<file path="src/rtl/align_trap_pkg.sv">
package align_trap_pkg;

  localparam int WORD_W   = 32;
  localparam int ALIGN_W  = 2;
  localparam int HALF_W   = WORD_W / 2;

  typedef logic [WORD_W-1:0] word_t;

  // big-endian bit number -> vector index
  function automatic int be(input int b);
    return WORD_W - 1 - b;
  endfunction

  // state-word bit positions (big-endian)
  localparam int ST_TRAP_ENDIAN = 15;
  localparam int ST_MCHK_EN     = 19;
  localparam int ST_VEC_PREFIX  = 25;
  localparam int ST_ENDIAN      = 31;

  // fault-status field positions (big-endian)
  localparam int FS_IDX_LO    = 15;  // two bits
  localparam int FS_UPD_BIT   = 17;
  localparam int FS_OPC_LO    = 18;  // four bits
  localparam int FS_REG_LO    = 22;  // five bits
  localparam int FS_BASE_LO   = 27;  // five bits
  localparam int FS_CLEAR_TOP = 14;  // bits 0..14 zero

  // instruction sources, indexed form
  localparam int IX_IDX_SRC = 29;
  localparam int IX_UPD_SRC = 25;
  localparam int IX_OPC_SRC = 21;
  // instruction sources, immediate-offset form
  localparam int IM_UPD_SRC = 5;
  localparam int IM_OPC_SRC = 1;
  // shared sources
  localparam int REG_SRC  = 6;
  localparam int BASE_SRC = 11;

  localparam int IDX_W  = 2;
  localparam int OPC_W  = 4;
  localparam int REG_W  = 5;

endpackage

</file>
<file path="src/rtl/atu_misalign_check.sv">
module atu_misalign_check
  import align_trap_pkg::*;
#(
  parameter int LOW_W = ALIGN_W
) (
  input  logic [LOW_W-1:0] ea_low_i,
  input  logic             word_access_i,
  input  logic             reserve_op_i,
  output logic             misaligned_o,
  output logic             resv_fault_o
);

  logic off_boundary;

  always_comb begin
    off_boundary = 1'b0;
    for (int i = 0; i < LOW_W; i++) begin
      off_boundary = off_boundary | ea_low_i[i];
    end
  end

  assign misaligned_o = word_access_i & off_boundary;
  assign resv_fault_o = misaligned_o & reserve_op_i;

  always_comb begin
    AST_RESV_SUBSET: assert (!resv_fault_o || misaligned_o)
      else $error("reserve fault without misalignment");
    if (ea_low_i == '0) begin
      AST_ALIGNED_QUIET: assert (!misaligned_o)
        else $error("aligned address flagged");
    end
  end

endmodule

</file>
<file path="src/rtl/atu_status_build.sv">
module atu_status_build
  import align_trap_pkg::*;
(
  input  word_t instr_i,
  input  logic  indexed_i,
  output word_t status_o
);

  logic unused_bits;
  assign unused_bits = ^{instr_i[be(0)], instr_i[be(16):be(20)],
                         instr_i[be(26):be(28)], instr_i[be(31)]};

  always_comb begin
    status_o = '0;
    // register fields, same in both forms
    for (int i = 0; i < REG_W; i++) begin
      status_o[be(FS_REG_LO + i)]  = instr_i[be(REG_SRC + i)];
      status_o[be(FS_BASE_LO + i)] = instr_i[be(BASE_SRC + i)];
    end
    if (indexed_i) begin
      for (int i = 0; i < IDX_W; i++) begin
        status_o[be(FS_IDX_LO + i)] = instr_i[be(IX_IDX_SRC + i)];
      end
      status_o[be(FS_UPD_BIT)] = instr_i[be(IX_UPD_SRC)];
      for (int i = 0; i < OPC_W; i++) begin
        status_o[be(FS_OPC_LO + i)] = instr_i[be(IX_OPC_SRC + i)];
      end
    end else begin
      status_o[be(FS_UPD_BIT)] = instr_i[be(IM_UPD_SRC)];
      for (int i = 0; i < OPC_W; i++) begin
        status_o[be(FS_OPC_LO + i)] = instr_i[be(IM_OPC_SRC + i)];
      end
    end
  end

endmodule

</file>
<file path="src/rtl/atu_state_mask.sv">
module atu_state_mask
  import align_trap_pkg::*;
(
  input  word_t state_i,
  output word_t save_o,
  output word_t next_o
);

  localparam word_t SAVE_MASK = word_t'((64'd1 << HALF_W) - 1);
  localparam word_t KEEP_MASK = (word_t'(1) << be(ST_TRAP_ENDIAN))
                              | (word_t'(1) << be(ST_MCHK_EN))
                              | (word_t'(1) << be(ST_VEC_PREFIX));

  word_t kept;

  assign save_o = state_i & SAVE_MASK;
  assign kept   = state_i & KEEP_MASK;

  always_comb begin
    next_o = kept;
    next_o[be(ST_ENDIAN)] = state_i[be(ST_TRAP_ENDIAN)];
  end

endmodule

</file>
<file path="src/rtl/align_trap_unit.sv">
module align_trap_unit
  import align_trap_pkg::*;
(
  input  logic        clk,
  input  logic        rst_n,
  input  logic        trap_stb_i,
  input  logic [31:0] fault_pc_i,
  input  logic [31:0] fault_instr_i,
  input  logic        indexed_form_i,
  input  logic [31:0] data_ea_i,
  input  logic [31:0] state_i,
  input  logic        word_access_i,
  input  logic        reserve_op_i,
  output logic        misaligned_o,
  output logic        resv_misaligned_o,
  output logic [31:0] save_pc_o,
  output logic [31:0] save_state_o,
  output logic [31:0] state_next_o,
  output logic [31:0] fault_status_o,
  output logic [31:0] fault_addr_o,
  output logic        trap_prog_err_o,
  output logic        redirect_o
);

  word_t save_state_d, state_next_d, status_d;
  logic  resv_fault;

  atu_misalign_check #(.LOW_W(ALIGN_W)) u_check (
    .ea_low_i      (data_ea_i[ALIGN_W-1:0]),
    .word_access_i (word_access_i),
    .reserve_op_i  (reserve_op_i),
    .misaligned_o  (misaligned_o),
    .resv_fault_o  (resv_fault)
  );

  atu_status_build u_status (
    .instr_i   (fault_instr_i),
    .indexed_i (indexed_form_i),
    .status_o  (status_d)
  );

  atu_state_mask u_state (
    .state_i (state_i),
    .save_o  (save_state_d),
    .next_o  (state_next_d)
  );

  assign resv_misaligned_o = resv_fault;

  always_ff @(posedge clk or negedge rst_n) begin
    if (!rst_n) begin
      save_pc_o       <= '0;
      save_state_o    <= '0;
      state_next_o    <= '0;
      fault_status_o  <= '0;
      fault_addr_o    <= '0;
      trap_prog_err_o <= 1'b0;
      redirect_o      <= 1'b0;
    end else begin
      redirect_o <= trap_stb_i;
      if (trap_stb_i) begin
        save_pc_o       <= fault_pc_i;
        save_state_o    <= save_state_d;
        state_next_o    <= state_next_d;
        fault_status_o  <= status_d;
        fault_addr_o    <= data_ea_i;
        trap_prog_err_o <= resv_fault;
      end
    end
  end

  AST_PC_CAPTURE: assert property (@(posedge clk) disable iff (!rst_n)
    trap_stb_i |=> save_pc_o == $past(fault_pc_i));
  AST_ADDR_CAPTURE: assert property (@(posedge clk) disable iff (!rst_n)
    trap_stb_i |=> fault_addr_o == $past(data_ea_i));
  AST_SAVE_HIGH_CLEAR: assert property (@(posedge clk) disable iff (!rst_n)
    trap_stb_i |=> save_state_o[31:16] == '0);
  AST_SAVE_LOW_COPY: assert property (@(posedge clk) disable iff (!rst_n)
    trap_stb_i |=> save_state_o[15:0] == $past(state_i[15:0]));
  AST_ENDIAN_FOLLOW: assert property (@(posedge clk) disable iff (!rst_n)
    trap_stb_i |=> state_next_o[0] == $past(state_i[16]));
  AST_STATUS_TOP_CLEAR: assert property (@(posedge clk) disable iff (!rst_n)
    trap_stb_i |=> fault_status_o[31:17] == '0);
  AST_IMM_INDEX_CLEAR: assert property (@(posedge clk) disable iff (!rst_n)
    (trap_stb_i && !indexed_form_i) |=> fault_status_o[16:15] == '0);
  AST_IDX_FIELD_COPY: assert property (@(posedge clk) disable iff (!rst_n)
    (trap_stb_i && indexed_form_i) |=> fault_status_o[16:15] == $past(fault_instr_i[2:1]));
  AST_HOLD_NO_STROBE: assert property (@(posedge clk) disable iff (!rst_n)
    !trap_stb_i |=> ($stable(save_pc_o) && $stable(save_state_o) && $stable(state_next_o)
                     && $stable(fault_status_o) && $stable(fault_addr_o)
                     && $stable(trap_prog_err_o)));
  AST_REDIRECT_AFTER: assert property (@(posedge clk) disable iff (!rst_n)
    trap_stb_i |=> redirect_o);
  AST_REDIRECT_ONLY: assert property (@(posedge clk) disable iff (!rst_n)
    !trap_stb_i |=> !redirect_o);
  AST_PROG_ERR_CAPTURE: assert property (@(posedge clk) disable iff (!rst_n)
    trap_stb_i |=> trap_prog_err_o == $past(resv_misaligned_o));

endmodule

</file>
<file path="config.mk">
export PLATFORM = sky130hd
export DESIGN_NAME = align_trap_unit
export DESIGN_NICKNAME = d
export VERILOG_FILES = /design/src/rtl/align_trap_pkg.sv /design/src/rtl/atu_misalign_check.sv /design/src/rtl/atu_status_build.sv /design/src/rtl/atu_state_mask.sv /design/src/rtl/align_trap_unit.sv
export SDC_FILE = /design/constraint.sdc
export NUM_CORES = 1
export LEC_CHECK = 0
export BUFFER_PORTS_ARGS = -buffer_cell sky130_fd_sc_hd__buf_2
export CORE_MARGIN = 1.5
export CORE_UTILIZATION = 40
export CTS_BUF_LIST = sky130_fd_sc_hd__clkbuf_8
export CTS_CLUSTER_SIZE = 14
export DETAILED_ROUTE_END_ITERATION = 10
export GPL_TIMING_DRIVEN = 0
export PLACE_DENSITY_LB_ADDON = 0.08
export SLEW_MARGIN = 30
export SYNTH_ARGS = -nofsm -noshare
export SYNTH_HDL_FRONTEND = slang
export SYNTH_HIERARCHICAL = 1
export SYNTH_SLANG_ARGS = --single-unit
</file>
<file path="constraint.sdc">
create_clock -name clk -period 2 [get_ports clk]
set_input_delay 0.2 -clock clk [delete_from_list [all_inputs] [get_ports clk]]
set_output_delay 0.2 -clock clk [all_outputs]
set_load 0.1 [all_outputs]
</file>
==> results of run 1 <==
routing by layer:
metal  track usage  vias to the layer above  routed length (um)
met2        0.2968                      165                8286
met4       0.07427                        0                 336
li1              -                     2182                   -
met3       0.05370                       22                1210
met1        0.2001                     2247                6432
met5             0                        -                   0
area by class of cell:
type | count | area [um2] | area share
Antenna cell | 1 | 2.502 | 0.0002437
Clock buffer | 17 | 234.0 | 0.02279
Clock inverter | 15 | 181.4 | 0.01767
Buffer | 108 | 838.3 | 0.08164
Timing Repair Buffer | 337 | 2197 | 0.2140
Multi-Input combinational cell | 229 | 2480 | 0.2415
Tap cell | 225 | 281.5 | 0.02742
Sequential cell | 162 | 4054 | 0.3948
power by group through the flow:
stage	Sequential (mW)	Clock (mW)	Combinational (mW)
finish	3.77	2.48	3.96
global route	3.81	2.73	4.09
CTS	3.77	2.59	3.98
detailed placement	3.83	0	3.83
global placement	3.82	0	3.79
floorplan	6.26	0	0.716
synth_stat cells:
library cell	instances	area, um2
buf_4	89	668.1
o211a_1	1	10.01
mux2_2	71	799.5
and2_2	2	15.01
conb_1	2	7.510
buf_2	7	35.03
o21a_1	1	7.510
mux2_4	95	1426
buf_6	12	135.1
dfrtp_1	162	4054
sequential cells by signal, summed over array words and instances, names as in the netlist:
| name | flops |
|---|---|
| save_state_o | 32 |
| state_next_o | 32 |
| save_pc_o | 32 |
| redirect_o | 1 |
| trap_prog_err_o | 1 |
| fault_addr_o | 32 |
| fault_status_o | 32 |
cells by family (layout without fill, tap and decap cells):
kind of cell / Yosys count / count (layout) / share of synthesized area
multiplexers: 166 / 166 / 0.3110
flip-flops: 162 / 162 / 0.5663
buffers and inverters: 108 / 477 / 0.1171
other: 2 / 60 / 0.001049
AO/OA/AOI/OAI: 2 / 2 / 0.002448
AND/OR/NAND/NOR: 2 / 2 / 0.002097
worst min-delay path by stage:
stage             startpoint           endpoint  slack [ns]  cells past startpoint
2_1_floorplan          rst_n    fault_addr_o[0]        -0.1                      0
3_3_place_gp      trap_stb_i         redirect_o        0.33                      1
3_5_place_dp           rst_n  fault_status_o[7]        0.09                      1
4_1_cts         data_ea_i[0]    fault_addr_o[0]       0.001                      2
5_1_grt        data_ea_i[10]   fault_addr_o[10]        0.01                      2
6_report       data_ea_i[10]   fault_addr_o[10]        0.04                      2
metrics by stage:
| step | instance area [um2] | util | setup TNS, ns | setup slack (ns) |
|---|---|---|---|---|
| floorplan | 7372 | - | 0 | 0.6923 |
| global placement | 8875 | 0.5096 | -269.31 | -1.676 |
| detailed placement | 8940 | 0.5133 | 0 | 0.6768 |
| CTS | 10270 | 0.5894 | 0 | 0.3533 |
| global route | 10270 | 0.5894 | 0 | 0.3223 |
| finish | 10270 | 0.5896 | 0 | 0.3503 |
worst max-delay path, cell delays in order:
cell and delay (ns):
dlygate4sd3_1 0.52, buf_2 0.12, o211a_1 0.17, buf_2 0.43
repair_timing:
action | in CTS | in global routing
setup endpoints to repair | 0 | 0
endpoints found under the hold margin | 206 | 0
hold buffers | 91 | 0
==> results.md, run 1 <==
- Status: completed
- Sw Share: 0.4325
- # H-tree levels: 4
- Setup violations, final: 0
- Synth Instances: between 400 and 500
- Clock transition at the registers of the reported paths: roughly 0.080 ns
- Die ar.: about 19000 um2
- IO Pins: approximately 300
- Worst skew pair latency: between 0.4 and 0.5 ns
- Detail Route Antenna Nets: 0
- Share of layout cells above drive strength 1: 0.6382
- R2r setup slk: ~1.2 ns
- Fin nets: 989
- Setup crit start: data_ea_i[1]
- Setup repair bufs after CTS: 0
- Synth Register Bits: 162
- Pint: roughly 5.8 mW
- Synth cell types: 10
- R2R Path Start: save_pc_o[4]
- Post-cts gate resize count: 0
- DR iter-0 viols: just over 80
- Sequential share of the synthesized area: 0.5663
- Logic gate share of total power: 0.388
- Die X: 136.8 um
- R2R depth: 1
- Crit Path Class: in -> out
- Psw: 4.416 mW
- P_leak: approximately 5.3 nW
- Slew Viols, Final: 0
- DR pass1 iterations: 4
- Worst rel slew slack: 0.6516
- Flop pwr share: 0.369
- Clock Path Buffers: 2
- Critical path startpoint category: input port
- First-pass GRT wire length: about 24 mm
- Req. time, crit path: 1.80 ns
- Row count: 48
- Synthesized area: a little over 7000 um2
- Tcrit/Tclk final: 0.8248
- Pin count of the biggest net entering global routing: approximately 80
- Filler cells: ~1.5k
- RSZ-0062 raised after global routing: false
- Critical Path End Type: primary output
- Die height: 136.8 um
- Commonest non-fill, non-tap cell in the layout: buf_2
- Period minus WS final: ~1.6 ns
- VDD IR max: about 540 uV
- Worst hold-check slack: approximately 0.038 ns
- Worst min-delay path class: in -> reg
- Hold Fails Final Rpt: 0
- RD Place Congestion: about 0.73
- Crit path capture: resv_misaligned_o
- Vias in the first global route: between 4k and 5k
- IO Port Bufs: 244
- Via count: 4616
- WL per Instance: ~15 um
- DP Cell Count: 970
- Clock Skews: 0 ns
- P per Cell Area: approximately 990 nW/um2
- Worst EP arrival: between 1 and 1.5 ns
- Vias/cell: roughly 4.2
- Most frequent cells in the layout: buf_2 (250), dfrtp_1 (162), mux2_4 (95)
- Reg-to-Reg End: save_pc_o[4]
- CTS tree: built
- Fmax: about 0.61 GHz
- Non-filler cells, final: between 1k and 1.5k
- Pwr Total: ~10 mW
- Clock power frac: 0.243
- Initial antenna violation count: 0
- Clock Sinks: between 150 and 200
- Clock Tree Root: clkbuf_8
- Hpwl dp: 11.49 mm
- Number of CTS-inserted buffers: 17
- Area growth syn-to-layout: 43.45%
- Ys Warns: 6
- MaxCap Viol Count: 0
- Global-route usage over all layers: 0.1732
- Grt ovf: 0
- Syn avg cell area: between 15 and 20 um2
- Crit-path max FO: 3
- Total core area: roughly 17000 um2
- Drt total wl: around 16 mm
- Starting Density: 0.4110
- Worst-margin pin slew: between 0.5 and 0.6 ns
- DRC: 0
No activity file was read; power rests on OpenSTA's default activity.
==> run 2: changes to the inputs <==
ABC_AREA = 1   (was not set)
clock period = 1.7 ns   (was 2 ns; I/O delays follow)
==> results.md, run 2 <==
- Status: completed
- Most frequent cells in the layout: nand2_1 (500), buf_2 (266), dfrtp_1 (162)
- Clock Skews: 0 ns
- DRC: 0
- Clock transition at the registers of the reported paths: around 0.09 ns
- Post-synth top cells: nand2_1 (500), dfrtp_1 (162), buf_4 (92), buf_2 (23), buf_6 (10)
- CTS tree: built
- Antenna diodes: 0
- Setup violations, final: 0
- P_leak: a little under 6 nW
- Synth Area in XOR/XNOR: 0
- Clock Sinks: ~160
- Grt ovf: 0
- Synth Register Bits: ~160
- Setup TNS: 0 ns
- MaxCap Viol Count: 0
- Final design utilization: 0.6056
- P per Cell Area: between 1000 and 1500 nW/um2
- Req. time, crit path: ~1.5 ns
- WL per Instance: about 12 um
- Syn avg cell area: between 8 and 9 um2
- Synth Instances: 798
- Hpwl dp: between 10 and 15 mm
- Mux cell area share after synthesis: 0
- Worst EP arrival: between 1 and 1.5 ns
- Synth Area in Simple Gates: 0.2746
- Drt total wl: ~18 mm
- FF/Latch Area: 4054 um2
- Number of CTS-inserted buffers: 17
- Row count: 47
- Period minus WS final: around 1.6 ns
- Top-count cell post-synth: nand2_1
- Synth Area in Compound Gates: 0
- RSZ-0062 raised after global routing: false
- Tcrit/Tclk final: 0.9483
- First-pass GRT wire length: 28.66 mm
- Worst rel slew slack: 0.6502
- Filler cells: approximately 1.5k
- Starting Density: 0.4131
- Global-route usage over all layers: 0.2023
- CP most frequent cell: buf_2
- Fin nets: between 1k and 1.5k
- Crit-path max FO: 2
- Clock Path Buffers: 2
- Vias/cell: slightly above 4
- Slowest cell on crit path: dlygate4sd3_1
- Ys Warns: 6
- IO Port Bufs: approximately 240
- Critical Path End Type: primary output
- RD Place Congestion: 0.7706
- Die ar.: around 18000 um2
- Hold Fails Final Rpt: 0
- Crit path largest cell delay: 0.52 ns
- Critical path startpoint category: input port
- Crit Path Class: in -> out
- DR iter-0 viols: 194
- Area taken by multi-input logic gates: 2122 um2
- CP Cell Sequence: dlygate4sd3_1 > buf_2 > nor2_1 > nor3_4 > buf_2
- Vias in the first global route: between 5k and 6k
- VDD IR max: 718.9 uV
- Worst skew pair latency: 0.45 ns
- Synthesized area: 6899 um2
- Post-synth EDFFs: 0
- Area growth syn-to-layout: 46.61%
- Commonest non-fill, non-tap cell in the layout: nand2_1
- Worst-margin pin slew: 0.5283 ns
- Main synth FF type: dfrtp_1
- Slew Viols, Final: 0
- Area share of fa/ha/maj cells after synthesis: 0
- Fmax: ~0.62 GHz
- Asr flop ratio synth: 1.000
- Post-synth top area share: 0.5876
- # H-tree levels: 4
- Main combinational cell family by area after synthesis: simple AND/OR/NAND/NOR gates
- Initial antenna violation count: 0
- DR pass1 iterations: 4
- Pin count of the biggest net entering global routing: 82
- Total core area: 16700 um2
- Via count: around 6k
- Worst min-delay path class: in -> reg
- Share of layout cells above drive strength 1: 0.3285
- Area contributors post-synth: dfrtp_1 (59%), nand2_1 (27%), buf_4 (10%)
- Detail Route Antenna Nets: 0
- Synth cell types: 11
- Die X: around 130 um
- Die height: 134.3 um
- Clock Tree Root: clkbuf_8
- Synth area leader: dfrtp_1
- Sequential share of the synthesized area: 0.5876
- IO Pins: 298
[run 2: cell count changes in the layout (fill, tap and decap cells not counted), moves of 2 or more]
cell | before | now
nand2_1 | 0 | 500
clkinv_4 | 1 | 3
buf_4 | 89 | 92
dlygate4sd3_1 | 91 | 103
mux2_2 | 71 | 0
and2_2 | 2 | 0
inv_1 | 0 | 4
nor2_1 | 0 | 2
mux2_4 | 95 | 0
buf_6 | 12 | 10
buf_2 | 250 | 266
[run 2: metrics by stage]
stage	setup WS [ns]	power, mW	std cells	cell area [um2]	hold WS, ns
global route	0.03991	11.80	1456	10110	0.03090
global placement	-2.212	8.303	1319	8616	0.2924
floorplan	0.03431	7.587	855	7119	-0.1256
finish	0.08790	11.31	1456	10110	0.03229
CTS	0.08438	11.42	1456	10110	0.0002967
detailed placement	0.5293	8.339	1321	8681	0.04919
[run 2: kinds of logic (layout without fill, tap and decap cells)]
family | after synthesis | after routing
buf+inv | 131 | 512
flops | 162 | 162
other cells | 2 | 59
simple gates | 503 | 503
[run 2: where the power goes]
part | switching [mW] | internal (mW) | leakage, nW | total [mW]
Combinational | 3.29 | 0.798 | 3.79 | 4.08
Sequential | 0.170 | 4.19 | 1.98 | 4.36
Clock | 1.51 | 1.36 | 0.188 | 2.87
Total | 4.96 | 6.35 | 5.95 | 11.3
[run 2: worst paths after layout]
kind                                          from            endpoint  slack [ns]  depth (start not counted)
max in group asynchronous                    rst_n  fault_status_o[22]        0.60                          4
min in group asynchronous                    rst_n    state_next_o[27]        0.15                          2
worst min register to register    save_state_o[26]    save_state_o[26]        0.47                          2
worst max-delay path                  data_ea_i[0]   resv_misaligned_o        0.09                          5
worst min-delay path             fault_instr_i[26]  fault_status_o[14]        0.03                          5
worst max register to register  fault_status_o[21]  fault_status_o[21]        1.07                          2
[run 2: worst max-delay path: cells and delay by family]
| family | cells | cell delay [ns] |
|---|---|---|
| buffers and inverters | 3 | 1.08 |
| AND/OR/NAND/NOR | 2 | 0.18 |
[run 2: per-layer routing]
layer / global-route usage / up-vias / wire length (um)
li1: - / 3082 / -
met3: 0.05669 / 37 / 1152
met5: 0 / - / 0
met1: 0.2407 / 2680 / 7389
met4: 0.09319 / 0 / 523
met2: 0.3402 / 197 / 8542
[run 2: final cells by class]
type	instances	area share
inverter	6	0.002474
clock inverter	14	0.01534
clock buffer	18	0.02449
sequential	162	0.4008
tap	220	0.02721
buffer	125	0.09080
multi-input combinational	562	0.2098
timing repair buffer	349	0.2291
[run 2: timing repair]
item,in CTS,in global routing
endpoints found under the hold margin,212,0
hold buffers,103,0
buffers inserted,0,0
gates resized for setup,0,0
